--- src/rtl/rtt_pkg.sv ---
package rtt_pkg;
   typedef enum logic [1:0] {
      RK_POSTED_WR = 2'd0,
      RK_ACKED_WR  = 2'd1,
      RK_READ      = 2'd2,
      RK_STREAM_WR = 2'd3
   } req_kind_e;

   function automatic logic wants_reply(input req_kind_e k);
      return (k == RK_ACKED_WR) || (k == RK_READ);
   endfunction

   function automatic logic is_write(input req_kind_e k);
      return k != RK_READ;
   endfunction
endpackage

--- src/rtl/rtt_slot_table.sv ---
module rtt_slot_table #(
   parameter int TAG_W  = 3,
   parameter int TICK_W = 16,
   localparam int DEPTH = 1 << TAG_W
) (
   input  logic              clk,
   input  logic              rst_n,
   input  logic [TICK_W-1:0] tick,
   input  logic [TICK_W-1:0] ivl,
   input  logic              alloc_en,
   input  logic [TAG_W-1:0]  alloc_tag,
   input  logic              alloc_ack,
   input  logic [DEPTH-1:0]  clr,
   output logic [DEPTH-1:0]  busy,
   output logic [DEPTH-1:0]  ack,
   output logic [DEPTH-1:0]  expired
);
   for (genvar g = 0; g < DEPTH; g++) begin : g_slot
      logic              v_q;
      logic              a_q;
      logic [TICK_W-1:0] dl_q;
      logic [TICK_W-1:0] age;

      always_ff @(posedge clk or negedge rst_n) begin
         if (!rst_n) begin
            v_q  <= 1'b0;
            a_q  <= 1'b0;
            dl_q <= '0;
         end else if (alloc_en && alloc_tag == TAG_W'(g)) begin
            v_q  <= 1'b1;
            a_q  <= alloc_ack;
            dl_q <= tick + ivl;
         end else if (clr[g]) begin
            v_q <= 1'b0;
         end
      end

      // modular distance past the deadline; top bit set means not yet due
      assign age        = tick - dl_q;
      assign busy[g]    = v_q;
      assign ack[g]     = a_q;
      assign expired[g] = v_q & ~age[TICK_W-1];
   end
endmodule

--- src/rtl/rtt_first_pick.sv ---
module rtt_first_pick #(
   parameter int N  = 8,
   localparam int IW = (N > 1) ? $clog2(N) : 1
) (
   input  logic [N-1:0]  req,
   output logic          any,
   output logic [IW-1:0] idx
);
   always_comb begin
      any = 1'b0;
      idx = '0;
      for (int i = N - 1; i >= 0; i--) begin
         if (req[i]) begin
            any = 1'b1;
            idx = IW'(i);
         end
      end
   end
endmodule

--- src/rtl/rtt_progress_counters.sv ---
module rtt_progress_counters #(
   parameter int CNT_W  = 16,
   parameter int PEND_W = 4
) (
   input  logic              clk,
   input  logic              rst_n,
   input  logic              wr_start,
   input  logic              wr_pkt,
   input  logic              pend_inc,
   input  logic [1:0]        pend_dec,
   output logic [CNT_W-1:0]  wr_start_cnt,
   output logic [CNT_W-1:0]  wr_pkt_cnt,
   output logic [PEND_W-1:0] pend_cnt
);
   always_ff @(posedge clk or negedge rst_n) begin
      if (!rst_n) begin
         wr_start_cnt <= '0;
         wr_pkt_cnt   <= '0;
         pend_cnt     <= '0;
      end else begin
         if (wr_start) wr_start_cnt <= wr_start_cnt + 1'b1;
         if (wr_pkt)   wr_pkt_cnt   <= wr_pkt_cnt + 1'b1;
         pend_cnt <= pend_cnt + PEND_W'(pend_inc) - PEND_W'(pend_dec);
      end
   end
endmodule

--- src/rtl/req_timeout_tracker.sv ---
module req_timeout_tracker #(
   parameter int TAG_W  = 3,
   parameter int TICK_W = 16,
   parameter int CNT_W  = 16,
   localparam int DEPTH  = 1 << TAG_W,
   localparam int PEND_W = $clog2(DEPTH + 1)
) (
   input  logic              clk,
   input  logic              rst_n,
   input  logic [TICK_W-1:0] tick,
   input  logic [TICK_W-1:0] timeout_ivl,
   input  logic              wr_start,
   input  logic              iss_valid,
   input  logic [TAG_W-1:0]  iss_tag,
   input  logic [1:0]        iss_kind,
   output logic              iss_stall,
   input  logic              rsp_valid,
   input  logic [TAG_W-1:0]  rsp_tag,
   output logic              to_pulse,
   output logic [TAG_W-1:0]  to_tag,
   output logic              unexp_pulse,
   output logic [CNT_W-1:0]  wr_start_cnt,
   output logic [CNT_W-1:0]  wr_pkt_cnt,
   output logic [PEND_W-1:0] pend_cnt
);
   import rtt_pkg::*;

   if (TAG_W < 1 || TAG_W > 8) begin : g_bad_tag
      $error("TAG_W out of range");
   end
   if (TICK_W < 2) begin : g_bad_tick
      $error("TICK_W must be at least 2");
   end
   if (CNT_W < 1) begin : g_bad_cnt
      $error("CNT_W must be at least 1");
   end

   req_kind_e        kind;
   logic [DEPTH-1:0] busy, ack, expired, exp_live, clr, rsp_oh, to_oh;
   logic             needs, accept_slot, rsp_hit, to_any, wr_pkt;
   logic [TAG_W-1:0] to_idx;
   logic [1:0]       pend_dec;

   assign kind        = req_kind_e'(iss_kind);
   assign needs       = iss_valid && wants_reply(kind);
   assign iss_stall   = needs && busy[iss_tag];
   assign accept_slot = needs && !busy[iss_tag];
   assign wr_pkt      = iss_valid && is_write(kind) && !iss_stall;
   assign rsp_hit     = rsp_valid && busy[rsp_tag];
   assign rsp_oh      = rsp_hit ? (DEPTH'(1) << rsp_tag) : '0;
   // a response in the same cycle masks that slot's expiry
   assign exp_live    = expired & ~rsp_oh;
   assign to_oh       = to_any ? (DEPTH'(1) << to_idx) : '0;
   assign clr         = rsp_oh | to_oh;
   assign pend_dec    = {1'b0, rsp_hit && ack[rsp_tag]} + {1'b0, to_any && ack[to_idx]};

   rtt_slot_table #(.TAG_W(TAG_W), .TICK_W(TICK_W)) u_table (
      .clk       (clk),
      .rst_n     (rst_n),
      .tick      (tick),
      .ivl       (timeout_ivl),
      .alloc_en  (accept_slot),
      .alloc_tag (iss_tag),
      .alloc_ack (kind == RK_ACKED_WR),
      .clr       (clr),
      .busy      (busy),
      .ack       (ack),
      .expired   (expired)
   );

   rtt_first_pick #(.N(DEPTH)) u_pick (
      .req (exp_live),
      .any (to_any),
      .idx (to_idx)
   );

   rtt_progress_counters #(.CNT_W(CNT_W), .PEND_W(PEND_W)) u_cnt (
      .clk          (clk),
      .rst_n        (rst_n),
      .wr_start     (wr_start),
      .wr_pkt       (wr_pkt),
      .pend_inc     (accept_slot && kind == RK_ACKED_WR),
      .pend_dec     (pend_dec),
      .wr_start_cnt (wr_start_cnt),
      .wr_pkt_cnt   (wr_pkt_cnt),
      .pend_cnt     (pend_cnt)
   );

   always_ff @(posedge clk or negedge rst_n) begin
      if (!rst_n) begin
         to_pulse    <= 1'b0;
         to_tag      <= '0;
         unexp_pulse <= 1'b0;
      end else begin
         to_pulse    <= to_any;
         to_tag      <= to_any ? to_idx : to_tag;
         unexp_pulse <= rsp_valid && !busy[rsp_tag];
      end
   end
endmodule

--- config.mk ---
export PLATFORM = sky130hd
export DESIGN_NAME = req_timeout_tracker
export DESIGN_NICKNAME = d
export VERILOG_FILES = /design/src/rtl/rtt_pkg.sv /design/src/rtl/rtt_slot_table.sv /design/src/rtl/rtt_first_pick.sv /design/src/rtl/rtt_progress_counters.sv /design/src/rtl/req_timeout_tracker.sv
export SDC_FILE = /design/constraint.sdc
export NUM_CORES = 1
export LEC_CHECK = 0
export BUFFER_PORTS_ARGS = -buffer_cell sky130_fd_sc_hd__buf_2
export CAP_MARGIN = 5
export CORE_ASPECT_RATIO = 1.5
export CORE_MARGIN = 2
export CORE_UTILIZATION = 60
export CTS_CLUSTER_SIZE = 10
export DETAILED_ROUTE_END_ITERATION = 8
export GPL_TIMING_DRIVEN = 1
export MAX_ROUTING_LAYER = met4
export PLACE_DENSITY_LB_ADDON = 0.15
export SYNTH_ARGS = -nofsm -noshare
export SYNTH_HDL_FRONTEND = slang
export SYNTH_SLANG_ARGS = --single-unit
--- constraint.sdc ---
create_clock -name clk -period 9.1 [get_ports clk]
set_input_delay 1.82 -clock clk [delete_from_list [all_inputs] [get_ports clk]]
set_output_delay 1.82 -clock clk [all_outputs]
set_load 0.005 [all_outputs]
# Word-level counts from Yosys, hierarchy flattened
# Index checks and enable logic that the tools add are counted.
[totals]
ff_bits = 185
in_bits = 45
output_inout_bits = 42
word_cells = 151
[classes]
addsub = 14
magnitude_cmp = 3
eq_ne = 10
shift = 2
n_mux = 42
bitwise = 19
reduce_logical = 31
[ops]
columns = ["op", "n"]
rows = [
  ["subtractor 16 bit", 8],
  ["adder 16 x 1 -> 16 bit, second input constant", 2],
  ["2-to-1 mux 1 bit", 28],
  ["2-to-1 mux 3 bit", 8],
  ["logical AND 1 bit", 18],
  ["adder 16 bit", 1],
  ["2-to-1 mux 8 bit", 2],
  ["nonzero test 2 bit", 8],
  ["<< shifter 1 x 3 -> 8 bit, first input constant", 2],
  ["binary-select mux 1 bit (select 3 bit)", 4],
  ["equality test 3 bit, second input constant", 4],
  ["less-than comparator 3 x 4 -> 1 bit, second input constant", 3],
  ["bitwise AND 1 bit", 8],
  ["bitwise AND 8 bit", 1],
  ["inverter 1 bit", 8],
  ["inverter 8 bit", 1],
  ["bitwise OR 8 bit", 1],
  ["equality test 3 x 2 -> 1 bit, second input constant", 2],
  ["adder 4 x 1 -> 4 bit", 1],
  ["subtractor 4 x 2 -> 4 bit", 1],
  ["equality test 3 x 1 -> 1 bit, second input constant", 1],
  ["zero test 1 bit", 3],
  ["zero test 3 bit", 1],
  ["adder 1 x 1 -> 2 bit", 1],
  ["other kinds (4)", 4],
]

# Longest topological paths before layout
[depth]
word_depth = 19
mapped_depth = 19
mapped_depth_nobuf = 19

# Cells and area by module
# From an unflattened synthesis, not the netlist that was laid out.
[unflattened]
cells_unflattened = 1272
area_unflattened_um2 = 11822.6
[modules_own_cells]
columns = ["module", "instances", "cells_per_inst", "area_per_inst_um2", "seq_area_each_um2"]
rows = [
  ["rtt_slot_table", 1, 1054, 9405.3, 3603.5],
  ["rtt_progress_counters", 1, 133, 1622.8, 900.9],
  ["req_timeout_tracker", 1, 72, 714.4, 125.1],
  ["rtt_first_pick", 1, 13, 80.1, 0.0],
]

# Worst setup path after synthesis
# No wires, ideal clock.
[synth_timing]
kind = "in2reg"
start = "in tick[11]"
end = "reg u_cnt.pend_cnt[3]"
setup_time_ns = 0.123
t_arrival_ns = 5.720
required_time_ns = 8.977
setup_slack_ns = 3.258
cell_stages = 15
path_buffers = 0
cell_sequence = "ha_1 -> nand2_1 -> nor3_2 -> or4b_1 -> and4_4 -> or3_4 -> o31ai_4 -> mux2_2 -> o22a_1 -> a21oi_1 -> fa_1 -> ha_1 -> ha_1 -> fa_1 -> xnor2_1"
[synth_between]
elab_chain_cells = 17
elab_cells_between_ends = 46
cone_classes = "add/sub: 10; mux: 18; bitwise: 17; reduce/logical: 1"
[synth_lines]
columns = ["element", "line_no", "rtl"]
rows = [
  ["start: declaration", "req_timeout_tracker.sv:10", "input logic [TICK_W-1:0] tick,"],
  ["subtractor 16 bit", "rtt_slot_table.sv:39", "assign age = tick - dl_q;"],
  ["inverter 1 bit", "rtt_slot_table.sv:42", "assign expired[g] = v_q & ~age[TICK_W-1];"],
  ["bitwise AND 1 bit", "rtt_slot_table.sv:42", ""],
  ["bitwise AND 8 bit *", "req_timeout_tracker.sv:52", "assign exp_live = expired & ~rsp_oh;"],
  ["2-to-1 mux 3 bit (8 in series)", "rtt_first_pick.sv:13", "if (req[i]) begin"],
  ["binary-select mux 1 bit (select 3 bit)", "req_timeout_tracker.sv:55", "assign pend_dec = {1'b0, rsp_hit && ack[rsp_tag]} + {1'b0, to_any && ack[to_idx]};"],
  ["2-to-1 mux 1 bit (not written as such)", "req_timeout_tracker.sv:55", ""],
  ["logical AND 1 bit *", "req_timeout_tracker.sv:55", ""],
  ["adder 1 x 1 -> 2 bit *", "req_timeout_tracker.sv:55", ""],
  ["subtractor 4 x 2 -> 4 bit *", "rtt_progress_counters.sv:23", "pend_cnt <= pend_cnt + PEND_W'(pend_inc) - PEND_W'(pend_dec);"],
  ["end signal: assignment", "rtt_progress_counters.sv:23", ""],
  ["end: declaration", "rtt_progress_counters.sv:13", "output logic [PEND_W-1:0] pend_cnt"],
]
# Every way passes the cells marked *; elsewhere a longest branch is shown, timed or not. The select of a mux whose other input is x is not followed.
# A chain may end at the register's enable or synchronous reset.

# Worst setup path after layout
[layout_timing]
start = "in tick[4]"
end = "reg u_cnt.pend_cnt[3]"
# Same word-level chain as after synthesis.

==> results.py <==
metrics = {
    "run_status": {
        "status": "completed",
    },
    "finish": {
        "num-fill-cells": 1473,
        "regArea_um2": 4630,
        "antenna_cells": 0,
        "finalNonFillerCells": 1499,
        "drive_gt1_share_pct": 13.6,
        "syn_to_final_growth_pct": 11.5,
        "multi_input_area_um2": 5870,
        "num-nets-final": 1451,
    },
    "pwr": {
        "p_comb_share_pct": 42.0,
        "pwr_density_cell_nw_per_um2": 292,
        "p_int_w": 0.00222,
        "ir_drop_uv": 182,
        "power.leakage_nw": 6.22,
        "switchingPower_w": 0.00139,
        "seqPwrFrac_pct": 37.1,
        "p_clk_share_pct": 20.9,
        "switching_share_pct": 38.5,
    },
    "setup_path": {
        "cp-end-kind": "flip-flop",
        "cp.required_ns": 9.44,
        "cp.arrival_ns": 6.53,
        "worstSetupPathType": "in -> reg",
        "cp_slowest_cell": "a211oi_1",
        "cp-start-kind": "primary input",
        "path_max_fanout": 9,
        "critPathMaxStageDelay_ns": 0.57,
        "path_common_cell": "ha_1",
        "worstPathCellList": "buf_2 -> ha_1 -> a21o_1 -> a21o_1 -> a221o_1 -> a211oi_1 -> mux2i_1 -> or2_1 -> nor3_1 -> nand3b_1 -> a21oi_1 -> a21oi_1 -> fa_1 -> ha_1 -> ha_1 -> fa_1 -> xnor2_1",
    },
    "synthesis": {
        "synth_compound_gate_area_share_pct": 13.6,
        "syn_inst": 1185,
        "synth_adder_area_share_pct": 15.7,
        "yosys_warnings": 0,
        "synthMuxAreaShare_pct": 4.67,
        "netlist_top_cells_count": "nand2_1, dfrtp_1, ha_1",
        "synth_flop_cell": "dfrtp_1",
        "avgSynthCellArea_um2": 9.36,
        "synth_seq_cells": 185,
        "syn_area_um2": 11100,
        "yosysMostFrequentCell": "nand2_1",
        "synth_edf_count": 0,
        "synth_top_family_by_area": "adder cells",
        "syn_nets": 1367,
        "synth_area_leaders": "dfrtp_1, ha_1, nand2_1, o21ai_0, inv_1",
        "seq_area_frac_synth_pct": 41.7,
        "synth_top_area_share_pct": 41.7,
        "synth_cell_types": 63,
        "synth_top_area_cell": "dfrtp_1",
        "synth-xor-area-share_pct": 4.26,
        "yosys.area_share.simple_pct": 14.5,
        "ys_async_sr_fraction_pct": 100,
    },
    "sta": {
        "fin_crit_sh_pct": 68.0,
        "rsz0062_at_grt": "false",
        "slew-limit-headroom_pct": 32.0,
        "slew_viol_final": 0,
        "period_needed_ns": 6.19,
        "report.final.setup_viol": 0,
        "hold_viol": 0,
        "worstMarginPinSlew_ns": 1.02,
        "tns_ns": 0,
        "clock.fmax_mhz": 162,
        "fin_skew_ns": 0.0263,
    },
    "min_path": {
        "hold_path_class": "reg -> reg",
    },
    "place": {
        "dpl.cell_count": 1467,
        "port_buffers": 86,
        "dp_hpwl_mm": 20.2,
        "globalplace.congestion": 0.968,
    },
    "clock_tree": {
        "cts.path.max_buffers": 2,
        "cts_max_level": 4,
        "cts_setup_buffers": 0,
        "path_clk_slew_ns": 0.08,
        "clock_latency_ns": 0.45,
        "tritoncts": "done",
        "hold_buffers": 0,
        "clock_sinks": 185,
        "cts_resized": 0,
        "cts_made_buffers": 17,
        "cts_root_buffer": "clkbuf_16",
    },
    "global_route": {
        "grt_overflow": 0,
        "antenna_found_initial": 0,
        "grt_pass1_vias": 8807,
        "grt_pass1_wl_mm": 44.5,
        "grt_use_total_pct": 30.6,
        "grt_max_degree": 107,
    },
    "route": {
        "wl_met1_mm": 10.8,
        "wl_met2_mm": 13.8,
        "drtAntennaViolNets": 0,
        "first_pass_iters": 5,
        "drtIter0Drc": 453,
        "routed-wl-met3_mm": 1.01,
        "viasPerCell": 5.76,
        "post-route-drc-count": 0,
        "top_layer_used": "met4",
        "wl_mm": 27.2,
        "vias": 8629,
        "drt-wirelength-per-cell_um": 18.1,
    },
    "die": {
        "die_w_um": 115,
        "fp.coreArea_um2": 18000,
        "fp.dieH_um": 171,
        "start_util_pct": 61.6,
        "pin_count": 87,
        "row_count": 60,
        "die_area_um2": 19600,
    },
    "job": {
        "drv_cap": 0,
    },
}
placed cells by master, fill, tap and decap left out, drive strengths merged, types with 3 or more instances in the layout:
cell type,synthesis,routed
a2111oi,3,3
and2b,5,5
xnor2,31,31
dfrtp,185,185
xor2,23,23
o31a,4,4
a31oi,4,4
o211ai,3,3
nor2b,7,7
fa,3,3
o31ai,3,3
or2,4,4
nand3,21,21
inv,131,140
and3,10,10
nor2,43,43
a21oi,58,58
nand4,16,16
a211o,4,4
clkbuf,25,20
mux4,6,6
nand2,193,193
buf,5,94
ha,134,134
and4,3,3
mux2i,9,9
nor3,10,10
a211oi,6,6
nor3b,3,3
a21o,21,21
mux2,26,26
or3,6,6
o21a,5,5
o21ai,133,133
nand2b,17,17
critical path: cells and delay by family:
kind	cells	cell delay [ns]
AOI/OAI and AO/OA	6	1.58
xor gates and xnor gates	1	0.14
adders and majority gates	5	1.60
buffers and inverters	1	0.18
muxes	1	0.20
and+or+nand+nor	3	1.00
routing by layer:
metal	track usage, %	up-vias
met4	16.9	0
met2	51.7	198
met1	34.6	4144
met5	-	-
li1	-	4204
met3	4.61	83
state kept, by name, summed over array words and instances (netlist names), 3 cells and up:
register             cells
u_table.g_slot.dl_q    128
u_cnt.wr_pkt_cnt        16
u_cnt.wr_start_cnt      16
u_table.g_slot.a_q       8
u_table.g_slot.v_q       8
u_cnt.pend_cnt           4
to_tag                   3
worst paths after layout:
| path | cells past startpoint | endpoint | slack, ns | from |
|---|---|---|---|---|
| min in group asynchronous | 1 | u_table.g_slot[7].dl_q[8] | 1.45 | rst_n |
| max in group asynchronous | 2 | u_table.g_slot[1].dl_q[4] | 6.13 | rst_n |
| setup / recovery | 17 | u_cnt.pend_cnt[3] | 2.91 | tick[4] |
| hold reg to reg | 1 | u_cnt.wr_pkt_cnt[15] | 0.47 | u_cnt.wr_pkt_cnt[15] |
| hold / removal | 1 | u_cnt.wr_pkt_cnt[15] | 0.47 | u_cnt.wr_pkt_cnt[15] |
| setup reg to reg | 17 | u_cnt.pend_cnt[3] | 4.14 | u_table.g_slot[4].dl_q[4] |
per-stage QoR:
| stage | cell area (µm²) | hold WS (ns) | utilization [%] | setup slack [ns] | power [W] |
|---|---|---|---|---|---|
| 5_1_grt | 12400 | 0.492 | 68.6 | 2.80 | 0.00392 |
| 6_report | 12400 | 0.467 | 68.6 | 2.91 | 0.00362 |
| 3_3_place_gp | 11800 | 0.455 | 65.3 | 2.67 | 0.00279 |
| 2_1_floorplan | 11100 | 0.438 | - | 3.26 | 0.00238 |
| 3_5_place_dp | 11800 | 0.466 | 65.3 | 2.54 | 0.00286 |
| 4_1_cts | 12400 | 0.480 | 68.6 | 2.98 | 0.00363 |
layout make-up:
| cell class | count | share of cell area [%] |
|---|---|---|
| clock buffers | 19 | 3.66 |
| clock inverters | 13 | 1.18 |
| inverters | 131 | 3.98 |
| multi-input cells | 839 | 47.5 |
| flip-flops and latches | 185 | 37.4 |
| well taps | 217 | 2.20 |
| repair buffers | 95 | 4.10 |
kinds of logic after synthesis:
group	after synthesis
simple gates	348
compound gates	259
flops	185
buf+inv	161
fa+ha+maj	137
xor+xnor	54
mux	41
power by group through the flow:
stage | combinational (W) | sequential, W | clock (W)
final | 0.00152 | 0.00134 | 0.000756
after global routing | 0.00174 | 0.00138 | 0.000799
after CTS | 0.00153 | 0.00134 | 0.000764
after detailed placement | 0.00151 | 0.00135 | 0
after global placement | 0.00145 | 0.00134 | 0
after floorplan | 0.00107 | 0.00132 | 0
Power figures use the tool's default switching activity.
